[src/rtl/l2fill_pkg.sv]
package l2fill_pkg;

    typedef enum logic [3:0] {
        LS_I   = 4'h0,
        LS_S   = 4'h1,
        LS_O   = 4'h2,
        LS_M   = 4'h3,
        LS_MM  = 4'h4,
        LS_IT  = 4'h8,
        LS_ST  = 4'h9,
        LS_OT  = 4'hA,
        LS_MT  = 4'hB,
        LS_MMT = 4'hC
    } line_st_e;

    typedef enum logic [1:0] {
        TE_NONE,
        TE_CMPL,
        TE_ACK,
        TE_ACK_NOSH
    } trq_evt_e;

    localparam logic [2:0] RK_LOAD   = 3'd0;
    localparam logic [2:0] RK_IFETCH = 3'd1;
    localparam logic [2:0] RK_STORE  = 3'd2;
    localparam logic [2:0] RK_L2REPL = 3'd3;
    localparam logic [2:0] RK_L1TOL2 = 3'd4;

    function automatic line_st_e to_transfer(input line_st_e s);
        line_st_e r;
        unique case (s)
            LS_I:    r = LS_IT;
            LS_S:    r = LS_ST;
            LS_O:    r = LS_OT;
            LS_M:    r = LS_MT;
            LS_MM:   r = LS_MMT;
            default: r = s;
        endcase
        return r;
    endfunction

    function automatic line_st_e to_stable(input line_st_e s);
        line_st_e r;
        unique case (s)
            LS_IT:   r = LS_I;
            LS_ST:   r = LS_S;
            LS_OT:   r = LS_O;
            LS_MT:   r = LS_M;
            LS_MMT:  r = LS_MM;
            default: r = s;
        endcase
        return r;
    endfunction

endpackage

[src/rtl/l2fill_req_class.sv]
module l2fill_req_class
    import l2fill_pkg::*;
(
    input  logic       req_valid,
    input  logic [2:0] req_kind,
    input  logic       l1_hit,
    input  logic       l1_room,
    input  logic       l2_tag_hit,
    input  logic       st_set_valid,
    input  logic [2:0] st_set_val,
    output logic       trig_req,
    output logic       trig_instr,
    output logic       set_ok,
    output line_st_e   set_state
);

    logic is_read;
    logic l2_candidate;

    always_comb begin
        unique case (req_kind)
            RK_LOAD, RK_IFETCH: is_read = 1'b1;
            RK_STORE, RK_L2REPL, RK_L1TOL2: is_read = 1'b0;
            default: is_read = 1'b0;
        endcase
    end

    assign l2_candidate = !l1_hit && l1_room && l2_tag_hit;
    assign trig_req     = req_valid && is_read && l2_candidate;
    assign trig_instr   = trig_req && (req_kind == RK_IFETCH);

    always_comb begin
        set_ok    = st_set_valid;
        set_state = LS_I;
        unique case (st_set_val)
            3'd0: set_state = LS_I;
            3'd1: set_state = LS_S;
            3'd2: set_state = LS_O;
            3'd3: set_state = LS_M;
            3'd4: set_state = LS_MM;
            default: set_ok = 1'b0;
        endcase
    end

endmodule

[src/rtl/l2fill_done_timer.sv]
module l2fill_done_timer #(
    parameter int LAT_W = 8
) (
    input  logic             clk,
    input  logic             rst_n,
    input  logic             load,
    input  logic [LAT_W-1:0] lat,
    input  logic             active,
    output logic             done
);

    localparam logic [LAT_W-1:0] CNT_ZERO = '0;
    localparam logic [LAT_W-1:0] CNT_ONE  = LAT_W'(1);

    logic [LAT_W-1:0] cnt_q;

    always_ff @(posedge clk or negedge rst_n) begin
        if (!rst_n) begin
            cnt_q <= CNT_ZERO;
        end else if (load) begin
            cnt_q <= lat;
        end else if (active && cnt_q != CNT_ZERO) begin
            cnt_q <= cnt_q - CNT_ONE;
        end
    end

    assign done = active && (cnt_q == CNT_ZERO);

endmodule

[src/rtl/l2fill_trq_arb.sv]
module l2fill_trq_arb
    import l2fill_pkg::*;
(
    input  logic cmpl_in,
    input  logic ack_valid,
    input  logic ack_nosh,
    output logic cmpl_evt,
    output logic ack_all_o,
    output logic ack_nosh_o,
    output logic ack_ready
);

    trq_evt_e evt;

    always_comb begin
        if (cmpl_in) begin
            evt = TE_CMPL;
        end else if (ack_valid && !ack_nosh) begin
            evt = TE_ACK;
        end else if (ack_valid) begin
            evt = TE_ACK_NOSH;
        end else begin
            evt = TE_NONE;
        end
    end

    always_comb begin
        cmpl_evt   = 1'b0;
        ack_all_o  = 1'b0;
        ack_nosh_o = 1'b0;
        ack_ready  = 1'b0;
        unique case (evt)
            TE_CMPL:     cmpl_evt = 1'b1;
            TE_ACK:      begin ack_all_o  = 1'b1; ack_ready = 1'b1; end
            TE_ACK_NOSH: begin ack_nosh_o = 1'b1; ack_ready = 1'b1; end
            default:     ack_ready = 1'b1;
        endcase
    end

endmodule

[src/rtl/l2fill_line_ctrl.sv]
module l2fill_line_ctrl
    import l2fill_pkg::*;
#(
    parameter int LAT_W = 8
) (
    input  logic             clk,
    input  logic             rst_n,
    input  logic             req_valid,
    input  logic [2:0]       req_kind,
    input  logic             l1_hit,
    input  logic             l1_room,
    input  logic             l2_tag_hit,
    input  logic             snp_valid,
    input  logic [LAT_W-1:0] cfg_lat,
    input  logic             trq_ack_valid,
    input  logic             trq_ack_nosh,
    input  logic             st_set_valid,
    input  logic [2:0]       st_set_val,
    output logic [3:0]       line_state,
    output logic             fill_go,
    output logic             fill_to_instr,
    output logic             fill_done,
    output logic             req_retry,
    output logic             snp_ready,
    output logic             snp_take,
    output logic             trq_ack_ready,
    output logic             ack_all,
    output logic             ack_all_nosh
);

    line_st_e st_q, st_d;
    logic     in_xfer;
    logic     trig_req, trig_instr;
    logic     set_ok;
    line_st_e set_state;
    logic     tmr_done;
    logic     cmpl_evt;

    l2fill_req_class u_class (
        .req_valid    (req_valid),
        .req_kind     (req_kind),
        .l1_hit       (l1_hit),
        .l1_room      (l1_room),
        .l2_tag_hit   (l2_tag_hit),
        .st_set_valid (st_set_valid),
        .st_set_val   (st_set_val),
        .trig_req     (trig_req),
        .trig_instr   (trig_instr),
        .set_ok       (set_ok),
        .set_state    (set_state)
    );

    l2fill_done_timer #(.LAT_W(LAT_W)) u_timer (
        .clk    (clk),
        .rst_n  (rst_n),
        .load   (fill_go),
        .lat    (cfg_lat),
        .active (in_xfer),
        .done   (tmr_done)
    );

    l2fill_trq_arb u_arb (
        .cmpl_in    (tmr_done),
        .ack_valid  (trq_ack_valid),
        .ack_nosh   (trq_ack_nosh),
        .cmpl_evt   (cmpl_evt),
        .ack_all_o  (ack_all),
        .ack_nosh_o (ack_all_nosh),
        .ack_ready  (trq_ack_ready)
    );

    // State register
    always_ff @(posedge clk or negedge rst_n) begin
        if (!rst_n) begin
            st_q <= LS_I;
        end else begin
            st_q <= st_d;
        end
    end

    // Next state: TRANSFER_START, INSTALL, TRANSFER_DONE
    always_comb begin
        st_d = st_q;
        unique case (st_q)
            LS_I, LS_S, LS_O, LS_M, LS_MM: begin
                if (trig_req) begin
                    st_d = to_transfer(st_q);
                end else if (set_ok) begin
                    st_d = set_state;
                end
            end
            LS_IT, LS_ST, LS_OT, LS_MT, LS_MMT: begin
                if (cmpl_evt) begin
                    st_d = to_stable(st_q);
                end
            end
            default: st_d = LS_I;
        endcase
    end

    // Outputs
    always_comb begin
        in_xfer       = 1'b0;
        fill_go       = 1'b0;
        fill_to_instr = 1'b0;
        req_retry     = 1'b0;
        unique case (st_q)
            LS_I, LS_S, LS_O, LS_M, LS_MM: begin
                fill_go       = trig_req;
                fill_to_instr = trig_instr;
            end
            LS_IT, LS_ST, LS_OT, LS_MT, LS_MMT: begin
                in_xfer   = 1'b1;
                req_retry = req_valid;
            end
            default: ;
        endcase
    end

    assign line_state = st_q;
    assign fill_done  = cmpl_evt;
    assign snp_ready  = !in_xfer;
    assign snp_take   = snp_valid && !in_xfer;

endmodule

[config.mk]
export PLATFORM = sky130hd
export DESIGN_NAME = l2fill_line_ctrl
export DESIGN_NICKNAME = d
export VERILOG_FILES = /design/src/rtl/l2fill_pkg.sv /design/src/rtl/l2fill_req_class.sv /design/src/rtl/l2fill_done_timer.sv /design/src/rtl/l2fill_trq_arb.sv /design/src/rtl/l2fill_line_ctrl.sv
export SDC_FILE = /design/constraint.sdc
export NUM_CORES = 1
export LEC_CHECK = 0
export BUFFER_PORTS_ARGS = -buffer_cell sky130_fd_sc_hd__buf_2
export CORE_AREA = 2 2 46 48
export DETAILED_ROUTE_END_ITERATION = 12
export DIE_AREA = 0 0 48 50
export GPL_TIMING_DRIVEN = 0
export HOLD_SLACK_MARGIN = 0.02
export PLACE_DENSITY = 0.81
export SYNTH_ARGS = -nofsm -noshare
export SYNTH_HDL_FRONTEND = slang
export SYNTH_SLANG_ARGS = --single-unit
[constraint.sdc]
create_clock -name clk -period 2.5 [get_ports clk]
set_clock_uncertainty 0.05 [all_clocks]
set_input_delay 0.375 -clock clk [delete_from_list [all_inputs] [get_ports clk]]
set_output_delay 0.375 -clock clk [all_outputs]
set_load 0.01 [all_outputs]
After elaboration in Yosys (flattened, before gate mapping)

Cells that the tools add are included.
Widths: inputs -> output; s select.

Bits in registers: 12
Bits of input ports: 24
Output and inout bits: 13
Word-level logic and storage cells: 69

$add $sub $neg: 1
Equal/unequal tests: 21
Muxes and demuxes: 22
Reduce and logical (&&, ||, !) cells: 23

Operators with widths:

| kind                | count |
|---|---|
| $pmux 4 s5          | 2 |
| $eq 4x4->1 const B  | 5 |
| $mux 8              | 2 |
| $reduce_or 5->1     | 3 |
| $mux 4              | 3 |
| $pmux 3 s4          | 1 |
| $mux 1              | 10 |
| $logic_and 1x1->1   | 9 |
| $eq 4x2->1 const B  | 2 |
| $logic_not 8->1     | 1 |
| $pmux 4 s2          | 1 |
| $reduce_bool 8->1   | 1 |
| $sub 8x1->8 const B | 1 |
| $ne 7x7->1 const B  | 1 |
| $eq 3x1->1 const B  | 2 |
| $eq 3x2->1 const B  | 2 |
| $logic_not 3->1     | 2 |
| $mux 2              | 3 |
| $ne 6x6->1 const B  | 1 |
| $eq 2x2->1 const B  | 2 |
| $eq 4x1->1 const B  | 1 |
| $eq 4x3->1 const B  | 1 |
| $logic_not 4->1     | 1 |
| $reduce_and 4->1    | 1 |
| 7 further kinds     | 9 |

Depth between registers and ports, before layout

Depth in word-level cells: 9
Gate-level depth with buffers: 7
Depth with buffers taken out: 7

Cells and area by module

From an unflattened synthesis, not the netlist that was laid out.

Cells, all modules: 96
Area total of the unflattened synthesis: 912.1 um2

By module, submodules not included:

| module            | times used | cells an instance | area each (um2) | seq. area each (um2) |
|---|---|---|---|---|
| l2fill_done_timer | 1          | 56                | 550.5           | 200.2 |
| l2fill_line_ctrl  | 1          | 25                | 241.5           | 100.1 |
| l2fill_req_class  | 1          | 11                | 96.3            | 0.0 |
| l2fill_trq_arb    | 1          | 4                 | 23.8            | 0.0 |

Worst setup path before layout

OpenSTA, ideal clock, no wires.

Path kind: reg-to-output
Start: register u_timer.cnt_q[2]
End: output ack_all_nosh
Data arrival time: 1894 ps
Required time: 2075 ps
Slack: 181 ps
Cell stages (with the launch flop): 5
Path buffers: 0
Cells stage by stage: dfrtp_1 -> or4_4 -> or3_1 -> or3_1 -> and3_1

Longest elaborated chain between the ends: 5

RTL lines:

| item                   | line                    | source |
|---|---|---|
| start, declared        | l2fill_done_timer.sv:15 | `logic [LAT_W-1:0] cnt_q;` |
| start signal, assigned | l2fill_done_timer.sv:21 | `cnt_q <= lat;` |
| start signal, assigned | l2fill_done_timer.sv:23 | `cnt_q <= cnt_q - CNT_ONE;` |
| $logic_not 8->1        | l2fill_done_timer.sv:27 | `assign done = active && (cnt_q == CNT_ZERO);` |
| $logic_and 1x1->1      | l2fill_done_timer.sv:27 |  |
| $mux 2                 | l2fill_trq_arb.sv:16    | `if (cmpl_in) begin` |
| $eq 2x2->1             | l2fill_trq_arb.sv:32    | `unique case (evt)` |
| $mux 1                 | l2fill_trq_arb.sv:32    |  |
| end, declared          | l2fill_line_ctrl.sv:28  | `output logic ack_all_nosh` |

No other way between the ends.

Final worst setup path

Ends and elaborated chain as after synthesis.

==> run summary <==
Maximum vdd ir drop - 0.440 mV
Internal - 564 uW
CP Class - reg -> out
Grt ovf - 0
Area Overhead vs Synth - 36.1%
Fmax - 0.382 GHz
Dominant synthesized flop cell - dfrtp_1
Max Slew Vio Count - 0
Clk sinks - 12
Clock Power Share - 12.3%
Pleak - 0.523 nW
Final setup vio count - 3
Unrepaired setup endpoints after global routing - yes
CP top delay family - simple AND/OR/NAND/NOR gates
Min cycle time layout - 2620 ps
GP Congestion - 0.834
Psw - 392 uW
Worst Hold Class - in -> reg
Area after DPL - 1010 um^2
Initial Util - 41.9%
Slew HR - 73.2%
Vias in the first global route - 758
Post-Syn Area - 797 um^2
Commonest non-fill, non-tap cell in the layout - buf_2
Setup crit start kind - flop
Crit share post-route - 105%
Nets - 160
Finished Cell Area - 1080 um^2
Vias/cell - 5.16
DRT antenna net count - 0
Crit Path Max Fanout - 3
CTS tree - built
Core area - 1900 um^2
# diodes - 0
Worst Tran Pin Value - 402 ps
Initial antenna violation count - 0
Hold WS - 263 ps
CTS max path bufs - 2
Die Y - 50 um
Area of the multi-input gates - 474 um^2
Nature of the critical path endpoint - primary output
Final Worst Setup Slack - -116 ps
Ys Warns - 0
Clock root cell - clkbuf_4
Netlist cell types - 37
WL/cell - 12.1 um
Pwr Density - 882 nW/um^2
Top Ports - 37
Data arrival, critical path - 2190 ps
Reg clk slew, reported paths - 70 ps
GRT Overall Usage - 17.1%
Logic gate share of total power - 48.6%
Routed WL - 1940 um
Post-Syn Nets - 115
Register area share after synthesis - 37.7%
EDFF count, synth - 0
Die Span X - 48 um
Share of cells above drive strength 1 - 40.6%
CP most frequent cell - or3_4
Initial DRC Count - 29
Sw Share - 41.0%
Buf+Inv Stages, Crit Path - 1
Flop pwr share - 39.1%
Status - complete, but fails checks
Register bit total from synthesis - 12
Largest net degree at the start of global routing - 13
Cells after synthesis - 90
Final hold vios - 0
Critical path, cell by cell - or4_4, or3_4, or3_4, and3_4, buf_2
Fraction of registers with async set/reset - 100%
Via count - 826
Detailed Place HPWL - 1470 um
DRT Pass-1 Iters - 4
CP max stage cell - or4_4
Die area - 2400 um^2
Register Area - 300 um^2
H-tree Lvls - 1
Most frequent cells in the layout - 36 x buf_2, 12 x dfrtp_1, 7 x nand2_1, 7 x nor2_1, 6 x inv_1
Max cap viols - 0
Avg Cell Area, Syn - 8.86 um^2
Wire length of the first global-routing pass - 3020 um
Worst-Skew Late Latency - 270 ps
TNS Setup - -187 ps
# rows - 16
DRC viols - 0
Critical Path RT - 2080 ps
Filler cells - 178
CP max stage delay - 540 ps
Num CTS Buffers - 3
Port bufs - 36
Failing checks - negative setup slack
-- area by class of cell --
class,count,area share [%]
sequential,12,27.7
buffer,3,1.73
timing repair buffer,40,19.6
inverter,6,2.08
clock buffer,3,2.08
multi-input combinational,69,43.7
tap,27,3.11
-- layer usage --
metal	track usage, %	vias to the layer above	part of all wire [%]
li1	-	422	-
met1	20.7	374	45
met2	29.1	26	49
met3	2.20	4	4.5
met4	6.76	0	2.0
met5	0	-	0
-- tightest hold or removal path, delay by kind of cell --
family | cells | cell delay, ps
buffers and inverters | 1 | 70
AO/OA/AOI/OAI | 1 | 60
AND/OR/NAND/NOR | 1 | 40
-- repair_timing --
| item | in CTS | in global routing |
|---|---|---|
| pin swaps | 1 | 1 |
| resized for setup | 2 | 2 |
| endpoints found under the hold margin | 12 | 0 |
| endpoints found under the setup margin | 4 | 4 |
| buffers inserted | 3 | 0 |
| hold buffers | 1 | 0 |
-- path summary, 6_finish.rpt --
path                       cells after the start                    startpoint                            to  slack (ps)
setup / recovery                               5  u_timer.cnt_q[2]$_DFFE_PN0P_                  ack_all_nosh        -120
hold / removal                                 3                    cfg_lat[0]  u_timer.cnt_q[0]$_DFFE_PN0P_         260
setup reg to reg                               6  u_timer.cnt_q[2]$_DFFE_PN0P_     line_state[1]$_DFFE_PN0P_         340
hold reg to reg                                2  u_timer.cnt_q[5]$_DFFE_PN0P_  u_timer.cnt_q[5]$_DFFE_PN0P_         540
max in group asynchronous                      2                         rst_n  u_timer.cnt_q[5]$_DFFE_PN0P_        1720
min in group asynchronous                      2                         rst_n  u_timer.cnt_q[7]$_DFFE_PN0P_         460
-- synthesized netlist by cell type (3+ instances only) --
master / count / area, um^2
a31oi_1: 5 / 31.3
or3_1: 5 / 31.3
nor2_1: 7 / 26.3
o21ai_0: 5 / 25.0
and2_1: 3 / 18.8
or3_2: 4 / 30.0
inv_1: 6 / 22.5
dfrtp_1: 12 / 300
nand2_1: 7 / 26.3
and3_1: 3 / 18.8
-- power by group through the flow --
stage | Clock (mW) | Sequential [mW] | Combinational [mW]
floorplan | 0 | 0.373 | 0.288
CTS | 0.121 | 0.368 | 0.461
finish | 0.117 | 0.374 | 0.465
global route | 0.127 | 0.385 | 0.523
global placement | 0 | 0.375 | 0.400
detailed placement | 0 | 0.379 | 0.414
-- stage by stage --
step	setup slack (ps)	utilization, %	power [mW]	cells
finish	-116	57.0	0.956	160
global route	-175	57.0	1.04	160
CTS	-125	56.6	0.950	160
detailed placement	74.9	53.2	0.794	153
global placement	105	53.2	0.775	153
floorplan	181	-	0.661	90
-- flip-flops by register name, summed over array words and instances, names as in the netlist --
name,count
line_state,4
u_timer.cnt_q,8
-- cell families (layout without fill, tap and decap cells) --
logic type	after synthesis	after routing	synth area share [%]
simple gates	43	43	31.7
compound gates	22	22	20.1
flops	12	12	37.7
buf+inv	9	52	5.18
mux	2	2	2.67
fa+ha+maj	1	1	1.57
xor+xnor	1	1	1.10
No activity file was read; power rests on OpenSTA's default activity.
